### config.mk
export PLATFORM = sky130hd
export DESIGN_NAME = fifo_loop_mover
export DESIGN_NICKNAME = d
export VERILOG_FILES = /design/src/rtl/loop_pkg.sv /design/src/rtl/loop_fifo.sv /design/src/rtl/loop_mover.sv /design/src/rtl/fifo_loop_mover.sv
export SDC_FILE = /design/constraint.sdc
export NUM_CORES = 1
export LEC_CHECK = 0
export ABC_CLOCK_PERIOD_IN_PS = 14000
export BUFFER_PORTS_ARGS = -buffer_cell sky130_fd_sc_hd__buf_2
export CAP_MARGIN = 40
export CORE_UTILIZATION = 60
export DETAILED_ROUTE_END_ITERATION = 7
export PLACE_DENSITY = 0.82
export REMOVE_ABC_BUFFERS = 1
export SKIP_LAST_GASP = 1
export SLEW_MARGIN = 0
export SYNTH_ARGS = -nofsm -noshare
export SYNTH_HDL_FRONTEND = slang
export SYNTH_HIERARCHICAL = 1
export SYNTH_SLANG_ARGS = --single-unit
### constraint.sdc
create_clock -name clk -period 14 [get_ports clk]
set_clock_uncertainty 0.1 [all_clocks]
set_input_delay 0 -clock clk [delete_from_list [all_inputs] [get_ports clk]]
set_output_delay 0 -clock clk [all_outputs]
set_load 0.01 [all_outputs]
### src/rtl/loop_pkg.sv
package loop_pkg;
  typedef enum logic {
    MV_IDLE  = 1'b0,
    MV_CARRY = 1'b1
  } mover_state_t;
endpackage

### src/rtl/loop_fifo.sv
module loop_fifo #(
  parameter int DATA_W = 32,
  parameter int DEPTH  = 16
) (
  input  logic              clk,
  input  logic              rst,
  input  logic              wr_en,
  input  logic [DATA_W-1:0] wr_data,
  input  logic              rd_en,
  output logic [DATA_W-1:0] rd_data,
  output logic              rd_valid,
  output logic              full,
  output logic              empty,
  output logic [$clog2(DEPTH):0] level
);
  localparam int AW = $clog2(DEPTH);
  localparam int LW = AW + 1;

  logic [DATA_W-1:0] mem [DEPTH];
  logic [LW-1:0]     wr_ptr, rd_ptr;
  logic              wr_ok, rd_ok;

  assign level = wr_ptr - rd_ptr;
  assign full  = (level == LW'(DEPTH));
  assign empty = (level == '0);
  assign wr_ok = wr_en && !full;
  assign rd_ok = rd_en && !empty;

  // storage without reset so it maps to block RAM
  always_ff @(posedge clk) begin
    if (wr_ok) mem[wr_ptr[AW-1:0]] <= wr_data;
  end

  always_ff @(posedge clk) begin
    if (rd_ok) rd_data <= mem[rd_ptr[AW-1:0]];
  end

  always_ff @(posedge clk) begin
    if (rst) begin
      wr_ptr   <= '0;
      rd_ptr   <= '0;
      rd_valid <= 1'b0;
    end else begin
      if (wr_ok) wr_ptr <= wr_ptr + 1'b1;
      if (rd_ok) rd_ptr <= rd_ptr + 1'b1;
      rd_valid <= rd_ok;
    end
  end

  a_r6_no_overflow: assert property (@(posedge clk) disable iff (rst)
    (wr_en && full && !rd_en) |=> (level == $past(level)));

  a_r7_empty_read_ignored: assert property (@(posedge clk) disable iff (rst)
    (rd_en && empty) |=> !rd_valid);
endmodule

### src/rtl/loop_mover.sv
module loop_mover
  import loop_pkg::*;
#(
  parameter int DEPTH = 16
) (
  input  logic                   clk,
  input  logic                   flush,
  input  logic                   loop_sel,
  input  logic                   tx_run,
  input  logic                   rx_run,
  input  logic                   tx_empty,
  input  logic                   rx_full,
  input  logic [$clog2(DEPTH):0] rx_level,
  input  logic                   tx_pop_vld,
  output logic                   tx_pop,
  output logic                   rx_push
);
  localparam int LW = $clog2(DEPTH) + 1;
  localparam logic [LW-1:0] ROOM_LIM = LW'(DEPTH - 2);

  mover_state_t state, state_nx;
  logic path_on, room;

  assign path_on = loop_sel && !tx_run && !rx_run;
  // while a word is held, a new pop needs space for two words
  assign room    = (state == MV_CARRY) ? (rx_level <= ROOM_LIM) : !rx_full;
  assign tx_pop  = !flush && path_on && !tx_empty && room;
  assign rx_push = !flush && (state == MV_CARRY);

  always_comb begin
    state_nx = MV_IDLE;
    if (!flush && tx_pop) state_nx = MV_CARRY;
  end

  always_ff @(posedge clk) begin
    if (flush) state <= MV_IDLE;
    else       state <= state_nx;
  end

  a_r2_gated: assert property (@(posedge clk) disable iff (flush)
    (!loop_sel || tx_run || rx_run) |-> !tx_pop);

  a_r5_no_push_full: assert property (@(posedge clk) disable iff (flush)
    rx_push |-> !rx_full);

  a_r10_popped_is_pushed: assert property (@(posedge clk) disable iff (flush)
    tx_pop |=> (rx_push || flush));

  a_r10_stage_loaded: assert property (@(posedge clk) disable iff (flush)
    rx_push |-> tx_pop_vld);

  a_r8_flush_idles: assert property (@(posedge clk)
    flush |=> !rx_push);
endmodule

### src/rtl/fifo_loop_mover.sv
module fifo_loop_mover #(
  parameter int DATA_W = 32,
  parameter int DEPTH  = 16
) (
  input  logic              clk,
  input  logic              rst,
  input  logic              loop_sel,
  input  logic              tx_run,
  input  logic              rx_run,
  input  logic              tx_clr,
  input  logic              rx_clr,
  input  logic              tx_wr_en,
  input  logic [DATA_W-1:0] tx_wr_data,
  output logic              tx_full,
  output logic              tx_empty,
  input  logic              rx_rd_en,
  output logic [DATA_W-1:0] rx_rd_data,
  output logic              rx_rd_valid,
  output logic              rx_full,
  output logic              rx_empty
);
  localparam int LW = $clog2(DEPTH) + 1;

  logic              tx_rst, rx_rst, flush;
  logic              mv_pop, mv_push, tx_pop_vld;
  logic [DATA_W-1:0] stage_data;
  logic [LW-1:0]     tx_level, rx_level;

  assign tx_rst = rst || tx_clr;
  assign rx_rst = rst || rx_clr;
  assign flush  = rst || tx_clr || rx_clr;

  loop_fifo #(.DATA_W(DATA_W), .DEPTH(DEPTH)) u_tx_fifo (
    .clk(clk), .rst(tx_rst),
    .wr_en(tx_wr_en), .wr_data(tx_wr_data),
    .rd_en(mv_pop), .rd_data(stage_data), .rd_valid(tx_pop_vld),
    .full(tx_full), .empty(tx_empty), .level(tx_level)
  );

  loop_fifo #(.DATA_W(DATA_W), .DEPTH(DEPTH)) u_rx_fifo (
    .clk(clk), .rst(rx_rst),
    .wr_en(mv_push), .wr_data(stage_data),
    .rd_en(rx_rd_en), .rd_data(rx_rd_data), .rd_valid(rx_rd_valid),
    .full(rx_full), .empty(rx_empty), .level(rx_level)
  );

  loop_mover #(.DEPTH(DEPTH)) u_mover (
    .clk(clk), .flush(flush),
    .loop_sel(loop_sel), .tx_run(tx_run), .rx_run(rx_run),
    .tx_empty(tx_empty), .rx_full(rx_full), .rx_level(rx_level),
    .tx_pop_vld(tx_pop_vld),
    .tx_pop(mv_pop), .rx_push(mv_push)
  );

  a_r1_reset_empty: assert property (@(posedge clk)
    rst |=> (tx_empty && rx_empty && !rx_rd_valid));

  a_r8_tx_clear: assert property (@(posedge clk)
    tx_clr |=> (tx_level == '0));

  a_r6_tx_bound: assert property (@(posedge clk) disable iff (rst)
    tx_level <= LW'(DEPTH));
endmodule

Word level (Yosys, flattened, before mapping)
Memory sizes are Yosys's and may differ from the RTL's. A register that Yosys moved wholly into a read port is not among the register bits.
Index checks and enable logic that the tools add are counted.

cells by class
  bitwise gates (word level) = 0
  reductions and logical operators = 23
  magnitude comparators = 1
  $add $sub $neg = 6
  multipliers = 0
  divide/modulo/power cells = 0
  shifts and indexed selects = 0
  mux-type cells = 6
  equal/unequal tests = 2

operators with widths
  kind                                                                    number
  5-bit by 1-bit adder with 5-bit output (second input constant)          4
  1-bit logical AND                                                       11
  5-bit equality test (second input constant)                             2
  5-bit logical NOT                                                       2
  5-bit subtractor                                                        2
  1-bit logical NOT                                                       7
  1-bit two-way mux                                                       6
  5-bit by 4-bit <= comparator with 1-bit output (second input constant)  1
  1-bit logical OR                                                        3

word-level totals
  word-level logic and storage cells = 46
  bits in writable memories = 1,024
  bits in read-only memories = 0
  memories = 2
  register bits = 22
  output and inout bits = 37
  bits in latches = 0

memory list
  name           words  bits a word  rd ports  clocked after memory_dff  wr ports  RTL line         text
  u_rx_fifo.mem  16     32           1         1                         1         loop_fifo.sv:19  logic [DATA_W-1:0] mem [DEPTH];
  u_tx_fifo.mem  16     32           1         1                         1         loop_fifo.sv:19

Longest topological paths before layout
  depth after elaboration = 8
  mapped depth = 14
  gate-level depth less buffers = 13

By module
The synthesis kept the hierarchy.

by module, submodules not included
  module           area an instance (um2)  times used  seq. area each (um2)  cells an instance
  loop_fifo        21,214.1                2           16,555.9              1,020
  loop_mover       63.8                    1           20.0                  9
  fifo_loop_mover  18.8                    1           0.0                   3

Worst setup path before layout
Ideal clock, no wire load.

  path kind = reg-to-reg
  from = register u_rx_fifo.rd_ptr[2]
  to = memory u_rx_fifo.mem[3][0], enable pin
  cell stages (with the launch flop) = 11
  setup time = 0.461 ns
  data required time = 13.439 ns
  period minus slack after synthesis = 5.099 ns
  path buffers = 3
  path slack = 8.901 ns
  arrival = 4.538 ns
  path through = dfxtp_1 buf_2 clkbuf_1 inv_1 clkbuf_1 ha_1 nand3_1 a21oi_1 a211oi_4 or2_2 nor3_1

on the way
  word-level cells in the longest chain between the ends = 6

RTL lines
  item                                     RTL line               text
  start, declared                          loop_fifo.sv:20        logic [LW-1:0] wr_ptr, rd_ptr;
  start signal, assigned                   loop_fifo.sv:45        if (rd_ok) rd_ptr <= rd_ptr + 1'b1;
  5-bit subtractor                         loop_fifo.sv:23        assign level = wr_ptr - rd_ptr;
  5-bit equality test                      loop_fifo.sv:24        assign full = (level == LW'(DEPTH));
  via rx_full                              fifo_loop_mover.sv:19  output logic rx_full,
  1-bit logical NOT                        loop_fifo.sv:26        assign wr_ok = wr_en && !full;
  1-bit logical AND                        loop_fifo.sv:26
  1-bit two-way mux                        loop_fifo.sv:31        if (wr_ok) mem[wr_ptr[AW-1:0]] <= wr_data;
  1-bit two-way mux (not written as such)  loop_fifo.sv:31
  end, declared                            loop_fifo.sv:19

The timed path passes the listed nets, and every way through them passes these cells.

Worst setup path in the final report
  from = register u_rx_fifo.rd_ptr[1]
  to = register u_tx_fifo.rd_data[23], read port of u_tx_fifo.mem, enable pin

on the way
  word-level cells in the longest chain between the ends = 6
  elaborated cells on any way between the ends = 7
  classes of those cells = 1 x add/sub; 1 x order compare; 1 x eq/ne; 1 x mux; 3 x reduce/logical

RTL lines
  item                                                                                    RTL line               text
  5-bit subtractor (*)                                                                    loop_fifo.sv:23
  via rx_level[1]                                                                         fifo_loop_mover.sv:27  logic [LW-1:0] tx_level, rx_level;
  branches (longest 2 deep; another with 5-bit by 4-bit <= comparator with 1-bit output)  n/a
  1-bit two-way mux (*)                                                                   loop_mover.sv:26       assign room = (state == MV_CARRY) ? (rx_level <= ROOM_LIM) : !rx_full;
  1-bit logical AND (*)                                                                   loop_mover.sv:27       assign tx_pop = !flush && path_on && !tx_empty && room;
  via mv_pop                                                                              fifo_loop_mover.sv:25  logic mv_pop, mv_push, tx_pop_vld;
  1-bit logical AND (*)                                                                   loop_fifo.sv:27        assign rd_ok = rd_en && !empty;
  via u_tx_fifo.rd_ok                                                                     loop_fifo.sv:21        logic wr_ok, rd_ok;
  end, declared                                                                           loop_fifo.sv:10        output logic [DATA_W-1:0] rd_data,

Mark *: on every way through the listed nets, which the timed path passes.
A chain may end at the register's enable or synchronous reset.

==> summary.txt <==
Outcome
  – Status: complete, no violations

Critical path
  – Top cell family by delay on the critical path: buffers and inverters
  – Worst path buffer plus inverter count: 4
  – Register-to-register setup slack: 9.52 ns
  – Crit path cell chain: inv_1, buf_4, fa_1, nor3b_1, nand4b_1, a211oi_4, nor2_1, a21oi_1, nor4_1, dlygate4sd3_1, nor2b_4, buf_12
  – Highest net fanout along the worst path: 44
  – Critical path type: reg2reg
  – Crit. End Element: flop
  – Worst Path Required: 14.29 ns
  – Critical Path Start Type: flop
  – Crit path arrival time: approximately 4.8 ns
  – Crit-path slowest cell: dfxtp_4
  – Worst path max stage delay: 0.75 ns

Power
  – Overall Power: 6.403 mW
  – Power per cell area: between 100 and 150 mW/mm^2
  – Leak: 15.22 nW
  – Peak supply drop: 0.1418 mV

STA
  – Final Hold Vio Count: 0
  – Crit share post-route: 0.3197
  – Setup Viol. Count Final: 0
  – Fmax: roughly 220 MHz
  – Hold WS: around 0.08 ns
  – Fin crit period: about 4.5 ns
  – Slew margin rel.: 0.4527
  – RSZ-0062 raised after global routing: false
  – Max-slew violations: 0
  – Fin Setup TNS: 0 ns
  – Least-Margin Pin Slew: 0.8210 ns

Layout
  – N_diodes: 0
  – Area grow syn2layout: 13.49%
  – Layout cell share with drive strength beyond 1: 0.2480
  – Layout Nets: 2280
  – Fin cells: around 3200
  – Final core utilization: 0.6882

Global route
  – M3 GR Usage: 0.04023
  – Gr busiest metal: met2
  – Routing usage on met2: 0.4829
  – Vias in the first global route: 22450
  – GRT met1 Usage: 0.3396
  – Tot GR Track Use: 0.2730
  – Overflow after GRT: 0
  – Initial antenna violation count: 2
  – First-pass GRT wire length: 140500 um
  – Largest net degree at the start of global routing: 99

Drt
  – Routed vias: 21180
  – Drt total wl: around 95000 um
  – Starting DRT DRC Count: 2459
  – Drt pass-1 iters: 5
  – Routed Antenna Nets: 0
  – Vias per cell: ~6.5
  – Wire per inst: 29.23 um
  – DRC: 0

Floorplan
  – Initial Util: 0.6064
  – Die width: 268.0 um
  – Die ar.: 0.07184 sq mm
  – Die height: 268.0 um
  – Rows: 97
  – Core ar.: roughly 0.07 sq mm
  – IO Count: between 70 and 80

CTS
  – Clk slew on worst S/H paths: 0.06 ns
  – Clock Path Buffers: 3
  – Worst skew pair latency: ~0.66 ns
  – Total CTS buffers: 101
  – Postcts setup bufs: 0
  – CTS tree: built
  – # resized after CTS: 0
  – Clock sink count: 1110
  – Root buffer cell: clkbuf_16
  – H-tree levels: 3

Hold path
  – Worst hold-check path type: in2reg

Logic synthesis
  – Synth Warn #: 6
  – Syn avg cell area: between 20 and 25 sq um
  – Mapped Cells: 2046
  – Mapped Area: ~0.042 sq mm

Placement
  – Routability cong.: 0.7780
  – Port bufs: 77
  – Cells after DPL: 3011
  – Dpl hpwl: 49860 um

Job
  – Max-cap violations: 0
cell type report:
type	instances	area [sq um]
Tap cell	940	1176
Inverter	13	48.80
Multi-Input combinational cell	819	8939
Sequential cell	1110	33130
Clock inverter	63	533.0
Fill cell	4027	21830
Clock buffer	123	2674
Timing Repair Buffer	174	1689
registers in the layout (all words and copies together), names as in the netlist:
signal              count
u_tx_fifo/mem         512
u_tx_fifo/rd_ptr        5
u_tx_fifo/wr_ptr        5
u_rx_fifo/wr_ptr        5
u_rx_fifo/rd_valid      1
u_rx_fifo/mem         512
u_mover/state           1
u_tx_fifo/rd_data      32
u_rx_fifo/rd_ptr        5
u_rx_fifo/rd_data      32
through the flow:
step | instance area (sq um) | worst slack (ns)
4_1_cts | 48190 | 9.568
2_1_floorplan | 42000 | 4.046
3_3_place_gp | 43880 | 9.638
3_5_place_dp | 44540 | 9.982
5_1_grt | 48190 | 9.351
6_report | 48190 | 9.525
worst min-delay path, cell delays in order:
cell           delay, ns
buf_2               0.10
nand2_1             0.07
nor4_1              0.05
dlygate4sd3_1       0.54
worst paths after layout:
path	from	endpoint	cells after the start
worst max-delay path	u_rx_fifo/rd_ptr[1]	u_tx_fifo/rd_data[23]	12
worst min-delay path	loop_sel	u_mover/state	4
worst max register to register	u_rx_fifo/rd_ptr[1]	u_tx_fifo/rd_data[23]	12
worst min register to register	u_tx_fifo/rd_ptr[4]	u_tx_fifo/rd_ptr[4]	2
power breakdown:
group / internal (mW) / switching, mW
Sequential: 3.63 / 0.00377
Clock: 1.52 / 1.18
Combinational: 0.0284 / 0.0469
Total: 5.18 / 1.23
routing by layer:
metal | share of wire | wire, um
met1 | 0.35 | 33010
met2 | 0.54 | 50790
met3 | 0.076 | 7209
met4 | 0.039 | 3725
met5 | 0.00028 | 27
cell usage in the layout, fill, tap and decap left out, types with 5 or more instances in the layout:
cell	instances
xor2_1	5
a21oi_1	17
edfxtp_1	1088
nand4_1	6
and3_2	24
buf_16	15
o21ai_0	10
clkinv_2	16
or3_1	11
nor2_1	13
clkbuf_1	19
buf_4	24
dlygate4sd3_1	45
nand2b_1	8
inv_1	13
dfxtp_4	6
bufinv_16	9
ha_1	18
and3_1	66
a31oi_1	64
clkinv_1	31
buf_2	77
clkbuf_16	104
dfxtp_1	16
nand2_1	262
nor2b_4	6
buf_12	13
mux4_2	256
nor2b_1	10
repair_timing:
item,in CTS,in global routing
hold buffers,45,0
endpoints found under the hold margin,567,0
setup endpoints to repair,0,0
No activity file was read; power rests on OpenSTA's default activity.
